[config.mk]
export PLATFORM = sky130hd
export DESIGN_NAME = flag_alu
export DESIGN_NICKNAME = d
export VERILOG_FILES = /design/src/rtl/flag_alu_pkg.sv /design/src/rtl/flag_alu_ctrl.sv /design/src/rtl/flag_alu_datapath.sv /design/src/rtl/flag_alu.sv
export SDC_FILE = /design/constraint.sdc
export NUM_CORES = 1
export LEC_CHECK = 0
export BUFFER_PORTS_ARGS = -buffer_cell sky130_fd_sc_hd__buf_2
export CORE_ASPECT_RATIO = 0.6
export CORE_MARGIN = 2
export CORE_UTILIZATION = 46
export CTS_CLUSTER_SIZE = 40
export DETAILED_ROUTE_END_ITERATION = 7
export PLACE_DENSITY = 0.68
export SKIP_CTS_REPAIR_TIMING = 1
export SLEW_MARGIN = 40
export SYNTH_ARGS = -nofsm -noshare
export SYNTH_HDL_FRONTEND = slang
export SYNTH_HIERARCHICAL = 1
export SYNTH_SLANG_ARGS = --single-unit
[constraint.sdc]
create_clock -name clk -period 15.99 [get_ports clk]
set_clock_uncertainty 0.05 [all_clocks]
set_input_delay 2.3985 -clock clk [delete_from_list [all_inputs] [get_ports clk]]
set_output_delay 2.3985 -clock clk [all_outputs]
set_load 0.03 [all_outputs]
[src/rtl/flag_alu_pkg.sv]
package flag_alu_pkg;

  localparam int OP_W = 4;
  localparam int FLAG_W = 4;

  typedef enum logic [OP_W-1:0] {
    OP_ADD    = 4'd0,
    OP_ADC    = 4'd1,
    OP_SUB    = 4'd2,
    OP_SBC    = 4'd3,
    OP_RSB    = 4'd4,
    OP_RSC    = 4'd5,
    OP_AND    = 4'd6,
    OP_XOR    = 4'd7,
    OP_OR     = 4'd8,
    OP_BIC    = 4'd9,
    OP_MVN    = 4'd10,
    OP_STATUS = 4'd12
  } aluOp_e;

  typedef enum logic [1:0] {
    CIN_ZERO = 2'd0,
    CIN_ONE  = 2'd1,
    CIN_FLAG = 2'd2
  } cinSel_e;

  typedef enum logic [2:0] {
    LG_AND = 3'd0,
    LG_XOR = 3'd1,
    LG_OR  = 3'd2,
    LG_BIC = 3'd3,
    LG_MVN = 3'd4
  } logicFn_e;

  // Strobes from decode to datapath
  typedef struct packed {
    logic     useAdder;
    logic     swapOps;
    logic     invertB;
    cinSel_e  cinSel;
    logic     isLogic;
    logicFn_e logicFn;
    logic     isStatusWr;
  } aluCtrl_t;

endpackage

[src/rtl/flag_alu_ctrl.sv]
module flag_alu_ctrl
  import flag_alu_pkg::*;
(
  input  logic [OP_W-1:0] opcode,
  output aluCtrl_t        ctrl
);

  always_comb begin
    ctrl = '{useAdder: 1'b0, swapOps: 1'b0, invertB: 1'b0, cinSel: CIN_ZERO,
             isLogic: 1'b0, logicFn: LG_AND, isStatusWr: 1'b0};
    case (opcode)
      OP_ADD: begin
        ctrl.useAdder = 1'b1;
      end
      OP_ADC: begin
        ctrl.useAdder = 1'b1;
        ctrl.cinSel   = CIN_FLAG;
      end
      OP_SUB: begin
        ctrl.useAdder = 1'b1;
        ctrl.invertB  = 1'b1;
        ctrl.cinSel   = CIN_ONE;
      end
      OP_SBC: begin
        ctrl.useAdder = 1'b1;
        ctrl.invertB  = 1'b1;
        ctrl.cinSel   = CIN_FLAG;
      end
      OP_RSB: begin
        ctrl.useAdder = 1'b1;
        ctrl.swapOps  = 1'b1;
        ctrl.invertB  = 1'b1;
        ctrl.cinSel   = CIN_ONE;
      end
      OP_RSC: begin
        ctrl.useAdder = 1'b1;
        ctrl.swapOps  = 1'b1;
        ctrl.invertB  = 1'b1;
        ctrl.cinSel   = CIN_FLAG;
      end
      OP_AND: begin
        ctrl.isLogic = 1'b1;
        ctrl.logicFn = LG_AND;
      end
      OP_XOR: begin
        ctrl.isLogic = 1'b1;
        ctrl.logicFn = LG_XOR;
      end
      OP_OR: begin
        ctrl.isLogic = 1'b1;
        ctrl.logicFn = LG_OR;
      end
      OP_BIC: begin
        ctrl.isLogic = 1'b1;
        ctrl.logicFn = LG_BIC;
      end
      OP_MVN: begin
        ctrl.isLogic = 1'b1;
        ctrl.logicFn = LG_MVN;
      end
      OP_STATUS: begin
        ctrl.isStatusWr = 1'b1;
      end
      default: ;
    endcase
  end

endmodule

[src/rtl/flag_alu_datapath.sv]
module flag_alu_datapath
  import flag_alu_pkg::*;
#(
  parameter int WIDTH = 32
) (
  input  logic              clk,
  input  logic              rst,
  input  aluCtrl_t          ctrl,
  input  logic              setFlags,
  input  logic [WIDTH-1:0]  opA,
  input  logic [WIDTH-1:0]  opB,
  input  logic              shiftCarry,
  output logic [WIDTH-1:0]  result,
  output logic [FLAG_W-1:0] nextFlags,
  output logic [FLAG_W-1:0] flags
);

  localparam int MSB = WIDTH - 1;

  logic [WIDTH-1:0] srcX;
  logic [WIDTH-1:0] srcY;
  logic [WIDTH-1:0] addendY;
  logic             carryIn;
  logic [WIDTH:0]   sumFull;
  logic [WIDTH-1:0] logicRes;
  logic             arithC;
  logic             arithV;
  logic             resN;
  logic             resZ;

  // Reverse forms only exchange the adder inputs
  assign srcX    = ctrl.swapOps ? opB : opA;
  assign srcY    = ctrl.swapOps ? opA : opB;
  assign addendY = ctrl.invertB ? ~srcY : srcY;

  always_comb begin
    case (ctrl.cinSel)
      CIN_ONE:  carryIn = 1'b1;
      CIN_FLAG: carryIn = flags[1];
      default:  carryIn = 1'b0;
    endcase
  end

  assign sumFull = {1'b0, srcX} + {1'b0, addendY} + {{WIDTH{1'b0}}, carryIn};

  always_comb begin
    case (ctrl.logicFn)
      LG_XOR:  logicRes = opA ^ opB;
      LG_OR:   logicRes = opA | opB;
      LG_BIC:  logicRes = opA & ~opB;
      LG_MVN:  logicRes = ~opB;
      default: logicRes = opA & opB;
    endcase
  end

  always_comb begin
    if (ctrl.isStatusWr)    result = opA;
    else if (ctrl.useAdder) result = sumFull[WIDTH-1:0];
    else if (ctrl.isLogic)  result = logicRes;
    else                    result = '0;
  end

  assign arithC = sumFull[WIDTH];
  assign arithV = (srcX[MSB] == addendY[MSB]) && (sumFull[MSB] != srcX[MSB]);
  assign resN   = result[MSB];
  assign resZ   = (result == '0);

  always_comb begin
    nextFlags = flags;
    if (ctrl.isStatusWr)
      nextFlags = opA[MSB -: FLAG_W];
    else if (setFlags && ctrl.useAdder)
      nextFlags = {resN, resZ, arithC, arithV};
    else if (setFlags && ctrl.isLogic)
      nextFlags = {resN, resZ, shiftCarry, flags[0]};
  end

  always_ff @(posedge clk) begin
    if (rst) flags <= '0;
    else     flags <= nextFlags;
  end

endmodule

[src/rtl/flag_alu.sv]
module flag_alu
  import flag_alu_pkg::*;
#(
  parameter int WIDTH = 32
) (
  input  logic              clk,
  input  logic              rst,
  input  logic [3:0]        opcode,
  input  logic              setFlags,
  input  logic [WIDTH-1:0]  opA,
  input  logic [WIDTH-1:0]  opB,
  input  logic              shiftCarry,
  output logic [WIDTH-1:0]  result,
  output logic [3:0]        nextFlags,
  output logic [3:0]        flags
);

  aluCtrl_t ctrlBus;

  flag_alu_ctrl u_ctrl (
    .opcode (opcode),
    .ctrl   (ctrlBus)
  );

  flag_alu_datapath #(.WIDTH(WIDTH)) u_dp (
    .clk        (clk),
    .rst        (rst),
    .ctrl       (ctrlBus),
    .setFlags   (setFlags),
    .opA        (opA),
    .opB        (opB),
    .shiftCarry (shiftCarry),
    .result     (result),
    .nextFlags  (nextFlags),
    .flags      (flags)
  );

endmodule

### Word level (Yosys, flattened, before mapping)

Cells that the tools add are included.

* bits in registers: 4
* latch bits: 0
* memory bits (writable): 0
* ROM bits: 0
* input port bits: 72
* output and inout bits: 40
* word-level logic and storage cells: 55
* memories kept: 0

* $add $sub $neg: 2
* multipliers: 0
* div/mod/pow operators: 0
* magnitude comparators: 0
* equal/unequal tests: 19
* shifts and indexed selects: 0
* multiplexer cells: 17
* bitwise logic cells: 6
* reductions and logical operators: 10

Operators by type and width (number)
* 32-bit 2-to-1 mux: 6
* 32-bit case mux with 4 select lines: 1
* 32-bit bitwise AND: 2
* 32-bit inverter: 2
* 32-bit by 32-bit adder with 33-bit output: 1
* 33-bit by 1-bit adder with 33-bit output: 1
* 32-bit logical NOT: 1
* 32-bit OR: 1
* 32-bit XOR: 1
* 4-bit case mux with 5 select lines: 1
* 4-bit by 3-bit == test with 1-bit output (second input constant): 4
* 4-bit == test (second input constant): 4
* 4-bit 2-to-1 mux: 3
* 4-bit by 2-bit == test with 1-bit output (second input constant): 2
* 3-bit by 2-bit == test with 1-bit output (second input constant): 2
* 6-bit OR reduction: 1
* 4-bit by 1-bit == test with 1-bit output (second input constant): 1
* 4-bit logical NOT: 1
* 1-bit 2-to-1 mux: 4
* 2-bit case mux with 2 select lines: 1
* 2-bit OR reduction: 2
* 4-bit OR reduction: 1
* 3-bit by 1-bit == test with 1-bit output (second input constant): 1
* 3-bit == test (second input constant): 1
* other kinds (7): 9

### Depth between registers and ports, before layout

* depth after elaboration: 14
* depth in mapped cells: 21

### Hierarchy

Netlist, hierarchy kept.

By module, submodules not included
* flag_alu_datapath: instances 1, cells an instance 990, area each 6276.0 µm², sequential area each 80.1 µm²
* flag_alu_ctrl: instances 1, cells an instance 17, area each 121.4 µm², sequential area each 0.0 µm²

### Worst setup path before layout

OpenSTA, ideal clock, no wires.

* path type: input to output
* from: input opcode[1]
* to: output nextFlags[2]
* arrival: 7704 ps
* path slack: 5837 ps
* stages on the path: 19
* path buffers: 4
* cells stage by stage: buf_6 -> nor3b_1 -> buf_1 -> clkbuf_1 -> mux2i_1 -> fa_1 -> inv_1 -> fa_1 -> a21o_1 -> a221o_1 -> buf_6 -> a41oi_1 -> and2_1 -> mux2i_1 -> nand3_1 -> or4_1 -> nor4_1 -> a41oi_1 -> nor2_1

RTL lines
* start: declaration: line flag_alu.sv:8 `input logic [3:0] opcode,`
* end: declaration: line flag_alu.sv:14 `output logic [3:0] nextFlags,`

==> metrics.cfg <==
[sta]
slew_viol_final=0
whs_ns=0.678
rsz0062_at_grt=no
min_period_over_period_pct=67.5
tns_ns=0
setup_viol_count_final=0
fin_ws_ns=5.19
fmax_ghz=0.0926
worst_slew_margin_rel_pct=44.9
fin_crit_ns=10.80
worst_pin_slew_ns=0.825
hold_viol_final=0

[global_routing]
grt_max_degree=53
grt_pass1_vias=7088
grt-ovfl-total=0
antenna_found_initial=0
grt_usage_pct=35.4
grt_pass1_wl_mm=40.9

[placement]
gp_congestion=1.02
post-place-ws_ns=5.36
dp_cells=1240
portBuffers=111
dpl-instance-area_sq_um=7070
hpwl_mm=20.3

[floorplanning]
dieArea_sq_um=14900
start_util_pct=47.0
ios=112
rows=33
die_w_um=156
die_h_um=95.4
design.core.area_sq_um=13600

[layout]
finalNonFillerCells=1243
area_growth_pct=11.6
n_antenna_cell=0
utilization_pct=52.4
largestRegisters=u_dp/flags: 4 flops
max_flop_register=u_dp/flags
fin_nets=1209
drive_gt1_share_pct=14.9
final_cell_area_sq_um=7140
largest_reg_flops=4

[critical_path]
worstPathArrival_ns=8.35
start_kind=input port
rrSetupSlack_ns=11.20
path_cells=buf_2, nor3b_2, buf_4, buf_4, mux2i_1, fa_1, inv_1, fa_1, a21o_1, a221o_1, a41oi_1, and2_1, mux2i_1, nand3_1, or4_1, nor4_1, a41oi_1, nor2_1, buf_2
end_kind=primary output
path_class=in2out
crit_path_max_incr_delay_ns=0.62
path_max_fanout=49
cpMaxStageDelayCell=nor4_1
worstPathRequired_ns=13.54

[power]
power_mw=0.477
vdd_drop_max_mv=0.0829
p_leak_nw=3.13
power.density_nw_per_um2=66.9

[yosys]
synth_top_area_share_pct=12.7
syn_avg_cell_area_sq_um=6.35
yosys-top-cells-count=nand2_1 (107), a21oi_1 (92), o21ai_0 (91)
yosysTopAreaCell=ha_1
ys_ff_latch=4
ys_top_cells_by_area=ha_1 (13%), a21oi_1 (7.2%), o21ai_0 (7.1%)
synth_ff_type=dfxtp_1
synth_fp_nets=1146
ys_types=81
synth_edf_count=0
yosysMostFrequentCell=nand2_1
syn_inst=1007
async_reset_ff_share_pct=0
synth_seq_area_share_pct=1.25
synth_area_sq_um=6400
ys_warn_count=6

[clocking]
clk_pin_slew_ns=0.03
clockBufferDepth=2
clock_sinks=4
clk-insertion-delay-late_ns=0.23
clock-root-buffer=clkbuf_16
cts_tree=done
numCtsBuffers=3
htree_levels=1

[route]
drt_first_iter_violations=1183
antenna_left=0
avgViaCountPerCell=6.53
num_vias=8113
routed_wl_mm=27.0
drtPass1Iterations=6
drc_errors=0
wl_per_cell_um=21.7

[status]
status=finished, final reports clean

[hold_path]
hp-class=reg2reg

[job]
drv_cap=0

[worst max-delay path: cells and delay by family]
kind,cells,cell delay [ns]
adder cells (fa/ha/maj),2,0.72
multiplexers,2,0.51
buffers and inverters,5,1.51
AO/OA/AOI/OAI,4,1.35
AND/OR/NAND/NOR,6,1.83
[layout by cell type, fill, tap and decap left out, drive strengths merged, types with 23 or more instances in the layout]
master,Yosys,final
inv,82,82
nor3,23,23
nor2,77,77
xnor2,46,46
nand2,107,107
o21ai,94,94
mux2i,39,39
ha,65,65
a21oi,92,92
buf,29,129
[power by group]
group | internal, mW | switching (mW)
Sequential | 0.0108 | 0.000512
Clock | 0.0320 | 0.00732
Combinational | 0.145 | 0.282
[logic make-up (layout without fill, tap and decap cells)]
kind of cell | after synthesis | after routing | synth area share [%]
AND/OR/NAND/NOR | 319 | 319 | 24.3
buffers and inverters | 154 | 215 | 9.72
flip-flops | 4 | 4 | 1.25
adder cells (fa/ha/maj) | 67 | 67 | 13.3
AO/OA/AOI/OAI | 373 | 373 | 38.2
multiplexers | 40 | 40 | 6.28
XOR/XNOR | 50 | 50 | 6.85
[final cells by class]
class                      count  area [sq um]
fill                        1421          6480
multi-input combinational    849          5760
sequential                     4          80.1
tap                          175           219
inverter                      83           312
clock buffer                   3          75.1
timing repair buffer         129           694
[routing by layer]
metal  vias to the layer above  track usage (%)  wire (um)
met3                        47             5.50       3450
met5                         -                0          0
met4                         0             8.41        558
met2                       534             49.0      10200
li1                       3852                -          -
met1                      3680             55.5      12800
[worst paths after layout]
kind         depth (start not counted)                        to                startpoint
max                                 19              nextFlags[2]                 opcode[1]
min                                  3  u_dp/flags[3]$_SDFF_PP0_  u_dp/flags[3]$_SDFF_PP0_
max reg2reg                         15  u_dp/flags[2]$_SDFF_PP0_  u_dp/flags[1]$_SDFF_PP0_
min reg2reg                          3  u_dp/flags[3]$_SDFF_PP0_  u_dp/flags[3]$_SDFF_PP0_
Note: power is estimated with default switching activity, not from simulation.
